===== config.mk =====
export PLATFORM = sky130hd
export DESIGN_NAME = slide_win_traceback
export DESIGN_NICKNAME = d
export VERILOG_FILES = /design/src/rtl/swtb_pkg.sv /design/src/rtl/sw_surv_banks.sv /design/src/rtl/sw_write_ctrl.sv /design/src/rtl/sw_pair_lifo.sv /design/src/rtl/sw_traceback.sv /design/src/rtl/slide_win_traceback.sv
export SDC_FILE = /design/constraint.sdc
export NUM_CORES = 1
export LEC_CHECK = 0
export BUFFER_PORTS_ARGS = -buffer_cell sky130_fd_sc_hd__buf_2
export CAP_MARGIN = 5
export CORE_MARGIN = 3
export CORE_UTILIZATION = 60
export DETAILED_ROUTE_END_ITERATION = 12
export PLACE_DENSITY = 0.76
export SLEW_MARGIN = 5
export SYNTH_ARGS = -nofsm -noshare
export SYNTH_HDL_FRONTEND = slang
export SYNTH_SLANG_ARGS = --single-unit

===== constraint.sdc =====
create_clock -name clk -period 4.9 [get_ports clk]
set_input_delay 0.735 -clock clk [delete_from_list [all_inputs] [get_ports clk]]
set_output_delay 0.735 -clock clk [all_outputs]
set_load 0.1 [all_outputs]

===== src/rtl/swtb_pkg.sv =====
package swtb_pkg;

    typedef enum logic [1:0] {
        TB_IDLE  = 2'd0,
        TB_TRACE = 2'd1,
        TB_DRAIN = 2'd2
    } tb_phase_e;

    // predecessor state: shift decision pair into low end, keep 'bits' bits
    function automatic logic [31:0] sw_pred(input logic [31:0] s,
                                            input logic [1:0]  p,
                                            input int          bits);
        logic [31:0] mask;
        mask = (32'd1 << bits) - 32'd1;
        return ((s << 2) | {30'd0, p}) & mask;
    endfunction

endpackage


===== src/rtl/sw_surv_banks.sv =====
module sw_surv_banks #(
    parameter int WIN   = 12,
    parameter int DEC_W = 32,
    parameter int AW    = 4
) (
    input  logic             clk,
    input  logic [DEC_W-1:0] wr_data,
    input  logic             pri_en,
    input  logic             pri_bank,
    input  logic [AW-1:0]    pri_addr,
    input  logic             dup_en,
    input  logic             dup_bank,
    input  logic [AW-1:0]    dup_addr,
    input  logic             rd_bank,
    input  logic [AW-1:0]    rd_addr,
    output logic [DEC_W-1:0] rd_word
);
    logic [DEC_W-1:0] bank_rd [2];

    for (genvar b = 0; b < 2; b++) begin : g_bank
        logic [DEC_W-1:0] mem [WIN];
        always_ff @(posedge clk) begin
            if (pri_en && (pri_bank == 1'(b)))
                mem[pri_addr] <= wr_data;
            if (dup_en && (dup_bank == 1'(b)))
                mem[dup_addr] <= wr_data;
        end
        assign bank_rd[b] = mem[rd_addr];
    end

    assign rd_word = bank_rd[rd_bank];
endmodule


===== src/rtl/sw_write_ctrl.sv =====
module sw_write_ctrl #(
    parameter int REL = 8,
    parameter int CONV = 4,
    parameter int SB = 4,
    parameter int AW = 4
) (
    input  logic          clk,
    input  logic          rst,
    input  logic          in_valid,
    output logic          in_ready,
    input  logic          in_best_en,
    input  logic [SB-1:0] in_best_state,
    input  logic          tb_busy,
    output logic          pri_en,
    output logic          pri_bank,
    output logic [AW-1:0] pri_addr,
    output logic          dup_en,
    output logic          dup_bank,
    output logic [AW-1:0] dup_addr,
    output logic          tb_start,
    output logic          tb_bank,
    output logic [SB-1:0] tb_state
);
    localparam int WIN = REL + CONV;

    logic [AW-1:0] wpos;
    logic          wbank;
    logic          in_conv, accept, last;

    assign in_conv  = (wpos >= AW'(REL));
    assign in_ready = !(in_conv && tb_busy);
    assign accept   = in_valid && in_ready;
    assign last     = (wpos == AW'(WIN - 1));

    assign pri_en   = accept;
    assign pri_bank = wbank;
    assign pri_addr = wpos;
    assign dup_en   = accept && in_conv;
    assign dup_bank = !wbank;
    assign dup_addr = wpos - AW'(REL);

    assign tb_start = accept && last;
    assign tb_bank  = wbank;
    assign tb_state = in_best_en ? in_best_state : '0;

    always_ff @(posedge clk) begin
        if (rst) begin
            wpos  <= '0;
            wbank <= 1'b0;
        end else if (accept) begin
            if (last) begin
                wpos  <= AW'(CONV);
                wbank <= !wbank;
            end else begin
                wpos <= wpos + 1'b1;
            end
        end
    end

    // a convergent write must wait for the previous traceback
    p_stall_conv_r7: assert property (@(posedge clk) disable iff (rst)
        (in_conv && tb_busy) |-> !in_ready);
    // reliable positions never stall
    p_ready_rel_r6: assert property (@(posedge clk) disable iff (rst)
        !in_conv |-> in_ready);
    // a window can only end when the engine is free
    p_start_idle_r7: assert property (@(posedge clk) disable iff (rst)
        tb_start |-> !tb_busy);
endmodule


===== src/rtl/sw_pair_lifo.sv =====
module sw_pair_lifo #(
    parameter int DEPTH = 8
) (
    input  logic       clk,
    input  logic       rst,
    input  logic       push,
    input  logic [1:0] din,
    input  logic       pop,
    output logic [1:0] dout,
    output logic [$clog2(DEPTH+1)-1:0] count
);
    localparam int CW = $clog2(DEPTH + 1);
    localparam int IW = (DEPTH > 1) ? $clog2(DEPTH) : 1;

    logic [1:0] stk [DEPTH];

    assign dout = stk[IW'(count - CW'(1))];

    always_ff @(posedge clk) begin
        if (rst) begin
            count <= '0;
        end else if (push) begin
            stk[IW'(count)] <= din;
            count           <= count + CW'(1);
        end else if (pop) begin
            count <= count - CW'(1);
        end
    end

    // depth R never exceeded, never popped empty
    p_no_overflow_r9: assert property (@(posedge clk) disable iff (rst)
        push |-> (count < CW'(DEPTH)));
    p_no_underflow_r9: assert property (@(posedge clk) disable iff (rst)
        pop |-> (count != '0));
    p_no_both_r9: assert property (@(posedge clk) disable iff (rst)
        !(push && pop));
endmodule


===== src/rtl/sw_traceback.sv =====
module sw_traceback
    import swtb_pkg::*;
#(
    parameter int REL = 8,
    parameter int CONV = 4,
    parameter int SB = 4,
    parameter int AW = 4,
    parameter int DEC_W = 32
) (
    input  logic             clk,
    input  logic             rst,
    input  logic             start,
    input  logic             start_bank,
    input  logic [SB-1:0]    start_state,
    output logic             busy,
    output logic             rd_bank,
    output logic [AW-1:0]    rd_addr,
    input  logic [DEC_W-1:0] rd_word,
    output logic             out_valid,
    output logic [1:0]       out_pair
);
    localparam int WIN = REL + CONV;
    localparam int CW  = $clog2(REL + 1);

    tb_phase_e     phase;
    logic [SB-1:0] st;
    logic [1:0]    pair;
    logic          push, pop;
    logic [CW-1:0] fill;

    assign busy = (phase != TB_IDLE);
    assign pair = rd_word[2*int'(st) +: 2];
    assign push = (phase == TB_TRACE) && (rd_addr < AW'(REL));
    assign pop  = (phase == TB_DRAIN);
    assign out_valid = pop;

    always_ff @(posedge clk) begin
        if (rst) begin
            phase   <= TB_IDLE;
            st      <= '0;
            rd_addr <= '0;
            rd_bank <= 1'b0;
        end else begin
            case (phase)
                TB_IDLE: if (start) begin
                    rd_bank <= start_bank;
                    st      <= start_state;
                    rd_addr <= AW'(WIN - 1);
                    phase   <= TB_TRACE;
                end
                TB_TRACE: begin
                    st <= SB'(sw_pred(32'(st), pair, SB));
                    if (rd_addr == '0) phase <= TB_DRAIN;
                    else               rd_addr <= rd_addr - 1'b1;
                end
                TB_DRAIN: if (fill == CW'(1)) phase <= TB_IDLE;
                default: phase <= TB_IDLE;
            endcase
        end
    end

    sw_pair_lifo #(.DEPTH(REL)) lifo_i (
        .clk(clk), .rst(rst),
        .push(push), .din(st[SB-1 -: 2]),
        .pop(pop), .dout(out_pair), .count(fill)
    );

    // traceback ends at address 0 and hands over to draining
    p_trace_exit_r3: assert property (@(posedge clk) disable iff (rst)
        (phase == TB_TRACE && rd_addr == '0) |=> (phase == TB_DRAIN));
    // draining starts with a full LIFO of R pairs
    p_drain_full_r4: assert property (@(posedge clk) disable iff (rst)
        $rose(phase == TB_DRAIN) |-> (fill == CW'(REL)));
endmodule


===== src/rtl/slide_win_traceback.sv =====
module slide_win_traceback #(
    parameter int STATE_BITS = 4,
    parameter int REL_STEPS  = 8,
    parameter int CONV_STEPS = 4,
    localparam int NSTATE = 1 << STATE_BITS,
    localparam int DEC_W  = 2 * NSTATE
) (
    input  logic                  clk,
    input  logic                  rst,
    input  logic                  in_valid,
    output logic                  in_ready,
    input  logic [DEC_W-1:0]      in_dec,
    input  logic                  in_best_en,
    input  logic [STATE_BITS-1:0] in_best_state,
    output logic                  out_valid,
    output logic [1:0]            out_pair
);
    localparam int WIN = REL_STEPS + CONV_STEPS;
    localparam int AW  = $clog2(WIN);

    logic                  pri_en, pri_bank, dup_en, dup_bank;
    logic [AW-1:0]         pri_addr, dup_addr, rd_addr;
    logic                  tb_start, tb_bank, tb_busy, rd_bank;
    logic [STATE_BITS-1:0] tb_state;
    logic [DEC_W-1:0]      rd_word;

    sw_write_ctrl #(.REL(REL_STEPS), .CONV(CONV_STEPS), .SB(STATE_BITS), .AW(AW)) wctl_i (
        .clk(clk), .rst(rst), .in_valid(in_valid), .in_ready(in_ready),
        .in_best_en(in_best_en), .in_best_state(in_best_state), .tb_busy(tb_busy),
        .pri_en(pri_en), .pri_bank(pri_bank), .pri_addr(pri_addr),
        .dup_en(dup_en), .dup_bank(dup_bank), .dup_addr(dup_addr),
        .tb_start(tb_start), .tb_bank(tb_bank), .tb_state(tb_state)
    );

    sw_surv_banks #(.WIN(WIN), .DEC_W(DEC_W), .AW(AW)) banks_i (
        .clk(clk), .wr_data(in_dec),
        .pri_en(pri_en), .pri_bank(pri_bank), .pri_addr(pri_addr),
        .dup_en(dup_en), .dup_bank(dup_bank), .dup_addr(dup_addr),
        .rd_bank(rd_bank), .rd_addr(rd_addr), .rd_word(rd_word)
    );

    sw_traceback #(.REL(REL_STEPS), .CONV(CONV_STEPS), .SB(STATE_BITS),
                   .AW(AW), .DEC_W(DEC_W)) tb_i (
        .clk(clk), .rst(rst), .start(tb_start), .start_bank(tb_bank),
        .start_state(tb_state), .busy(tb_busy), .rd_bank(rd_bank),
        .rd_addr(rd_addr), .rd_word(rd_word),
        .out_valid(out_valid), .out_pair(out_pair)
    );

    // the duplicate write never lands in the bank under traceback
    p_dup_safe_r8: assert property (@(posedge clk) disable iff (rst)
        (dup_en && tb_busy) |-> (dup_bank != rd_bank));
endmodule


## Word level (Yosys, flattened, before mapping)

Memories as Yosys holds them, arrays and structs flattened. A register that Yosys moved wholly into a read port is not among the register bits.
Cells that the tools add are included.

- Bits in registers: 20
- RAM bits: 784
- Bits of input ports: 40
- Output and inout bits: 4
- Logic and storage cells: 90
- Memories: 3

- $add $sub $neg: 5
- $lt $le $gt $ge: 3
- Equality and inequality tests: 8
- Shift operators: 1
- Multiplexer cells: 37
- Bitwise logic cells: 3
- Reduce and logical (&&, ||, !) cells: 23

Memory list:

| memory | words | bits a word | rd ports | clocked after Yosys merged registers in | write ports | RTL line | text |
|---|---|---|---|---|---|---|---|
| banks_i.g_bank[0].mem | 12 | 32 | 1 | 1 | 1 | sw_surv_banks.sv:21 | `logic [DEC_W-1:0] mem [WIN];` |
| banks_i.g_bank[1].mem | 12 | 32 | 1 | 1 | 1 | sw_surv_banks.sv:21 |  |
| tb_i.lifo_i.stk | 8 | 2 | 1 | 0 | 1 | sw_pair_lifo.sv:15 | `logic [1:0] stk [DEPTH];` |

Operators by type and width:

| kind | count |
|---|---|
| 32-bit two-way mux | 5 |
| 32-bit OR reduction | 2 |
| 4-bit two-way mux | 13 |
| 32-bit by 6-bit variable part select with 2-bit output | 1 |
| 4-bit one-hot mux with 2 select lines | 2 |
| 1-bit two-way mux | 13 |
| 1-bit logical AND | 9 |
| 4-bit by 1-bit adder with 4-bit output (second input constant) | 2 |
| 4-bit by 1-bit subtractor with 4-bit output (second input constant) | 2 |
| 2-bit two-way mux | 3 |
| 2-bit one-hot mux with 3 select lines | 1 |
| 2-bit AND reduction | 3 |
| 3-bit AND reduction | 2 |
| 2-bit nonzero test | 3 |
| 4-bit by 1-bit equality test with 1-bit output (second input constant) | 1 |
| 4-bit equality test (second input constant) | 1 |
| 4-bit >= comparator (second input constant) | 1 |
| 4-bit logical NOT | 1 |
| 4-bit < comparator (second input constant) | 1 |
| 2-bit by 1-bit inequality test with 1-bit output (second input constant) | 2 |
| 2-bit inequality test (second input constant) | 2 |
| 4-bit by 2-bit bitwise OR with 4-bit output | 1 |
| 4-bit subtractor (second input constant) | 1 |
| 2-bit by 1-bit equality test with 1-bit output (second input constant) | 1 |
| 6 further kinds | 7 |

## Logic depth before layout (Yosys ltp)

- Depth after elaboration: 10
- Mapped depth: 12
- Gate-level depth less buffers: 7

## By module

A second synthesis with hierarchy kept.

- Cell total of the unflattened synthesis: 1495
- Area, all modules: 31440.2 µm²

By module, submodules not included:

| module | instances | cells each | area an instance (µm²) | seq. area each (µm²) |
|---|---|---|---|---|
| sw_surv_banks | 1 | 1308 | 29399.4 | 23062.1 |
| sw_pair_lifo | 1 | 65 | 914.6 | 560.5 |
| sw_traceback | 1 | 83 | 783.3 | 220.2 |
| sw_write_ctrl | 1 | 39 | 342.8 | 100.1 |

## Least setup slack after synthesis

OpenSTA, ideal clock, no wires.

- Path kind: register -> register
- From: register tb_i.phase[1]
- To: memory banks_i.g_bank[0].mem[9][0], enable pin
- Library setup time: 0.461 ns
- Arrival: 5.439 ns
- Path slack: -1.000 ns
- Stages on the path, launching flop included: 6
- Path buffers: 1
- Period minus slack after synthesis: 5.900 ns
- Cells stage by stage: dfxtp_1 -> o21ai_0 -> nor3b_1 -> clkbuf_1 -> nand2_1 -> nor3_1

- Longest elaborated chain between the ends: 10
- Elaborated cells on any way between the ends: 14
- Classes of those cells: mux (6); reduce/logical (8)

RTL lines:

| what | RTL line | text |
|---|---|---|
| from (decl) | sw_traceback.sv:25 | `tb_phase_e phase;` |
| from (signal assigned) | sw_traceback.sv:39 | `phase <= TB_IDLE;` |
| from (signal assigned) | sw_traceback.sv:49 | `phase <= TB_TRACE;` |
| from (signal assigned) | sw_traceback.sv:53 | `if (rd_addr == '0) phase <= TB_DRAIN;` |
| 2-bit nonzero test * | sw_traceback.sv:31 | `assign busy = (phase != TB_IDLE);` |
| 1-bit logical AND * | sw_write_ctrl.sv:31 | `assign in_ready = !(in_conv && tb_busy);` |
| 1-bit logical NOT * | sw_write_ctrl.sv:31 |  |
| named net in_ready | slide_win_traceback.sv:11 | `output logic in_ready,` |
| 1-bit logical AND * | sw_write_ctrl.sv:32 | `assign accept = in_valid && in_ready;` |
| 1-bit logical AND | sw_write_ctrl.sv:38 | `assign dup_en = accept && in_conv;` |
| 1-bit logical AND | sw_surv_banks.sv:25 | `if (dup_en && (dup_bank == 1'(b)))` |
| 1-bit two-way mux | sw_surv_banks.sv:25 |  |
| 1-bit two-way mux (implied by the code) | sw_surv_banks.sv:26 | `mem[dup_addr] <= wr_data;` |
| 32-bit OR reduction (no source line) | n/a |  |
| 4-bit two-way mux (no source line) / 1-bit two-way mux (equally long branches) | n/a |  |
| to (decl) | sw_surv_banks.sv:21 |  |

Mark *: on every way through the listed nets, which the timed path passes. The rest lies on a longest branch.

==> results by group <==
Pwr
  – Worst VDD drop: 0.297 mV
  – Sw Share: 19.9%
  – Register share of total power: 54.6%
  – Switching power: 2790 µW
  – Int Power: 11,200 µW
  – Leak: 0.0107 µW
  – Power per cell area: 397 mW/mm²
  – Logic pwr share: 1.7%
  – Clk pwr share: 43.7%

Logic synthesis
  – Syn avg cell area: 20.9 µm²
  – Mux contribution to synthesized area: 14.4%
  – Area leader, netlist: edfxtp_1
  – Adder-cell share of the synthesized area: 0.355%
  – Synth Area in Compound Gates: 3.74%
  – Seq/Total Area, Yosys: 75.7%
  – Synth area leaders: edfxtp_1, mux4_2, dfxtp_1
  – Top-area cell type share of the netlist area: 74.2%
  – Count of synthesis-stage warnings from yosys: 0
  – Count of different cell masters after synthesis: 78
  – Main combinational cell family by area after synthesis: multiplexers
  – Post-synth EDFFs: 784
  – Mapped Nets: 1,571
  – Most used DFF post-synth: edfxtp_1
  – FF+latch count, synth: 808
  – Mapped Area: 0.0317 mm²
  – Simple-gate share of the synthesized area: 3.03%
  – Ys async rst share: 0%
  – XOR/XNOR Fraction of Synth Area: 0.303%
  – Post-Synthesis Cells: 1,522

Worst hold path
  – Hold depth: 3
  – Hold/Removal Path Class: in -> reg
  – Worst Hold End: tb_i.st[2]
  – Hold path startpoint: in_best_state[2]

Placed design
  – Placed cells: 2,205
  – HPWL after DPL: 42,500 µm
  – Placer Congestion: 0.819
  – Worst slack, placed: 1220 ps
  – Buffers on Ports: 43

Floorplanning
  – Die area: 0.0557 mm²
  – Die Ht: 236 µm
  – Row count: 83
  – I/O pins: 44
  – Die Span X: 236 µm
  – Initial core utilization: 61.3%
  – Area of the core: 0.0518 mm²

Finish
  – FF+latch area: 0.0240 mm²
  – Area of the multi-input gates: 0.00706 mm²
  – Finished Layout Cells: 2,354
  – Final Util: 68.0%
  – Area delta synth->final: 10.9%
  – NumNets Final: 1,656
  – # fillers: 3,073
  – Proportion of layout cells with a drive suffix above 1: 25.1%

Critical path
  – CP endpoint kind: flip-flop
  – R2r endpoint: tb_i.st[1]
  – Critical Path AT: 4210 ps
  – Worst EP required: 5400 ps
  – CP Class: reg -> reg
  – Worst-path maximum fanout: 43
  – Crit start category: flip-flop
  – Path depth of the worst reg2reg path: 7
  – R2R Setup Slk: 1190 ps

Timing
  – Fmax: 270 MHz
  – RSZ-0062 raised after global routing: false
  – Final period util: 75.6%
  – Final Max Tran Viols: 0
  – Final hold viol count: 0
  – Clock skew: 28.4 ps
  – Setup WS post-layout: 1190 ps
  – Minimum clock period after layout: 3710 ps
  – Slew margin rel.: 7.96%
  – Hold_ws: 413 ps
  – Worst slew pin tran: 1380 ps
  – Final setup violation count: 0
  – Setup_tns: 0 ps

Global routing
  – Largest net degree at the start of global routing: 52
  – M3 GR Usage: 5.47%
  – Initial antenna violation count: 1
  – Congestion Overflow GR: 0
  – Number of global-route vias before repair: 16,400
  – GRT met2 Usage: 44.9%
  – Tot GR Track Use: 27.8%
  – M1 GR Usage: 37.7%
  – Most Used Layer, Global Route: met2
  – First-pass GRT wire length: 112,000 µm

Status
  – Status: completed

Drt
  – Routed via count: 16,100
  – Post-Route WL: 76,100 µm
  – DRC: 0
  – DR pass1 iterations: 5
  – Antenna-violating nets left: 0
  – Vias/cell: 6.83
  – Initial DRC count: 1,986
  – WL/cell: 32.3 µm

CTS
  – # H-tree levels: 3
  – Clock Tree Buf Depth: 3
  – Post-CTS Hold Buffers: 0
  – Clk_lat worst skew: 640 ps
  – Clk slew on worst S/H paths: 60 ps
  – Setup Fix Bufs, Post-CTS: 0
  – CTS root buf: clkbuf_16
  – Total CTS buffers: 80
  – TritonCTS clock tree: yes
  – Cts repair resizes: 0
  – CTS sink cnt: 808

Flow run
  – Max Cap Violations: 0
[metrics by stage]
step                total power [µW]  instance area, µm²
detailed placement              8030               32600
floorplan                       7870               31800
global placement                8010               32600
CTS                            14000               35200
global route                   14300               35200
finish                         14000               35200
[state kept, by name, indices dropped and copies added (netlist names), named ones only]
signal	cells
tb_i.rd_addr	4
wctl_i.pri_addr	4
banks_i.g_bank.mem	768
tb_i.phase	2
tb_i.rd_bank	1
wctl_i.pri_bank	1
tb_i.lifo_i.stk	16
tb_i.st	4
tb_i.lifo_i.count	4
[worst max-delay path by stage]
stage / startpoint / endpoint / slack [ps] / depth (start not counted)
after global placement: flip-flop / tb_i.st[1] / 1250 / 7
after global routing: flip-flop / tb_i.st[1] / 990 / 7
after CTS: flip-flop / tb_i.st[1] / 1160 / 7
after detailed placement: flip-flop / tb_i.st[1] / 1220 / 7
final: flip-flop / tb_i.st[1] / 1190 / 7
after floorplan: tb_i.phase[1] / banks_i.g_bank[0].mem[10][0] / 760 / 5
[cell usage in the layout (no fill, tap or decap), drive strengths merged, types with 21 or more instances in the layout]
master / n
mux2i: 45
inv: 21
buf: 87
edfxtp: 784
clkbuf: 96
mux4: 176
o21ai: 32
nor2: 56
dfxtp: 24
nand2: 31
a21oi: 24
o22ai: 37
clkinv: 36
[critical path, stage by stage (launching register included)]
cell and delay (ps):
dfxtp_4 940, buf_4 520, mux4_2 560, o2111a_1 310
o41ai_1 330, o22ai_1 170, a221oi_2 530, o41ai_2 150
[cell usage after synthesis, types with 5 or more instances]
master    count
edfxtp_1    784
xnor2_1       6
a22oi_1      10
and2_1        6
and3_1       13
a311oi_1      5
clkbuf_1     20
mux2_2       11
nor2_1       56
nand2b_1      9
mux4_1       13
mux4_2      163
a31oi_1       8
o21ai_0      30
nor2b_1      10
nor3_1       19
nand3_1      18
buf_2        13
a21oi_1      24
buf_6        29
nor3b_1       5
inv_1        16
xor2_1        5
dfxtp_1      24
mux2i_1      45
o211ai_1      5
ha_1          9
o22ai_1      36
nand2_1      30
buf_4        12
a211oi_1      8
[routing by layer]
layer	vias up	wire length [µm]
li1	6537	-
met1	8308	27800
met2	1027	37500
met3	215	7380
met4	0	3300
met5	-	0
[power groups by stage]
| stage | registers (µW) | clock network, µW | logic, µW |
|---|---|---|---|
| floorplan | 7780 | 0 | 83.7 |
| global placement | 7780 | 0 | 228 |
| detailed placement | 7790 | 0 | 240 |
| CTS | 7640 | 6160 | 241 |
| global route | 7640 | 6440 | 260 |
| finish | 7640 | 6110 | 243 |
[final cells by class]
| type | count | area share, % |
|---|---|---|
| Antenna cell | 1 | 0.00711 |
| Clock buffer | 96 | 6.00 |
| Clock inverter | 52 | 1.45 |
| Inverter | 17 | 0.181 |
| Multi-Input combinational cell | 613 | 20.0 |
| Sequential cell | 808 | 68.2 |
| Tap cell | 680 | 2.42 |
| Timing Repair Buffer | 87 | 1.66 |
[kinds of logic after synthesis]
logic type | count (synthesis)
fa+ha+maj | 9
xor+xnor | 11
compound gates | 171
mux | 232
flops | 808
buf+inv | 101
simple gates | 190
Power figures use the tool's default switching activity.
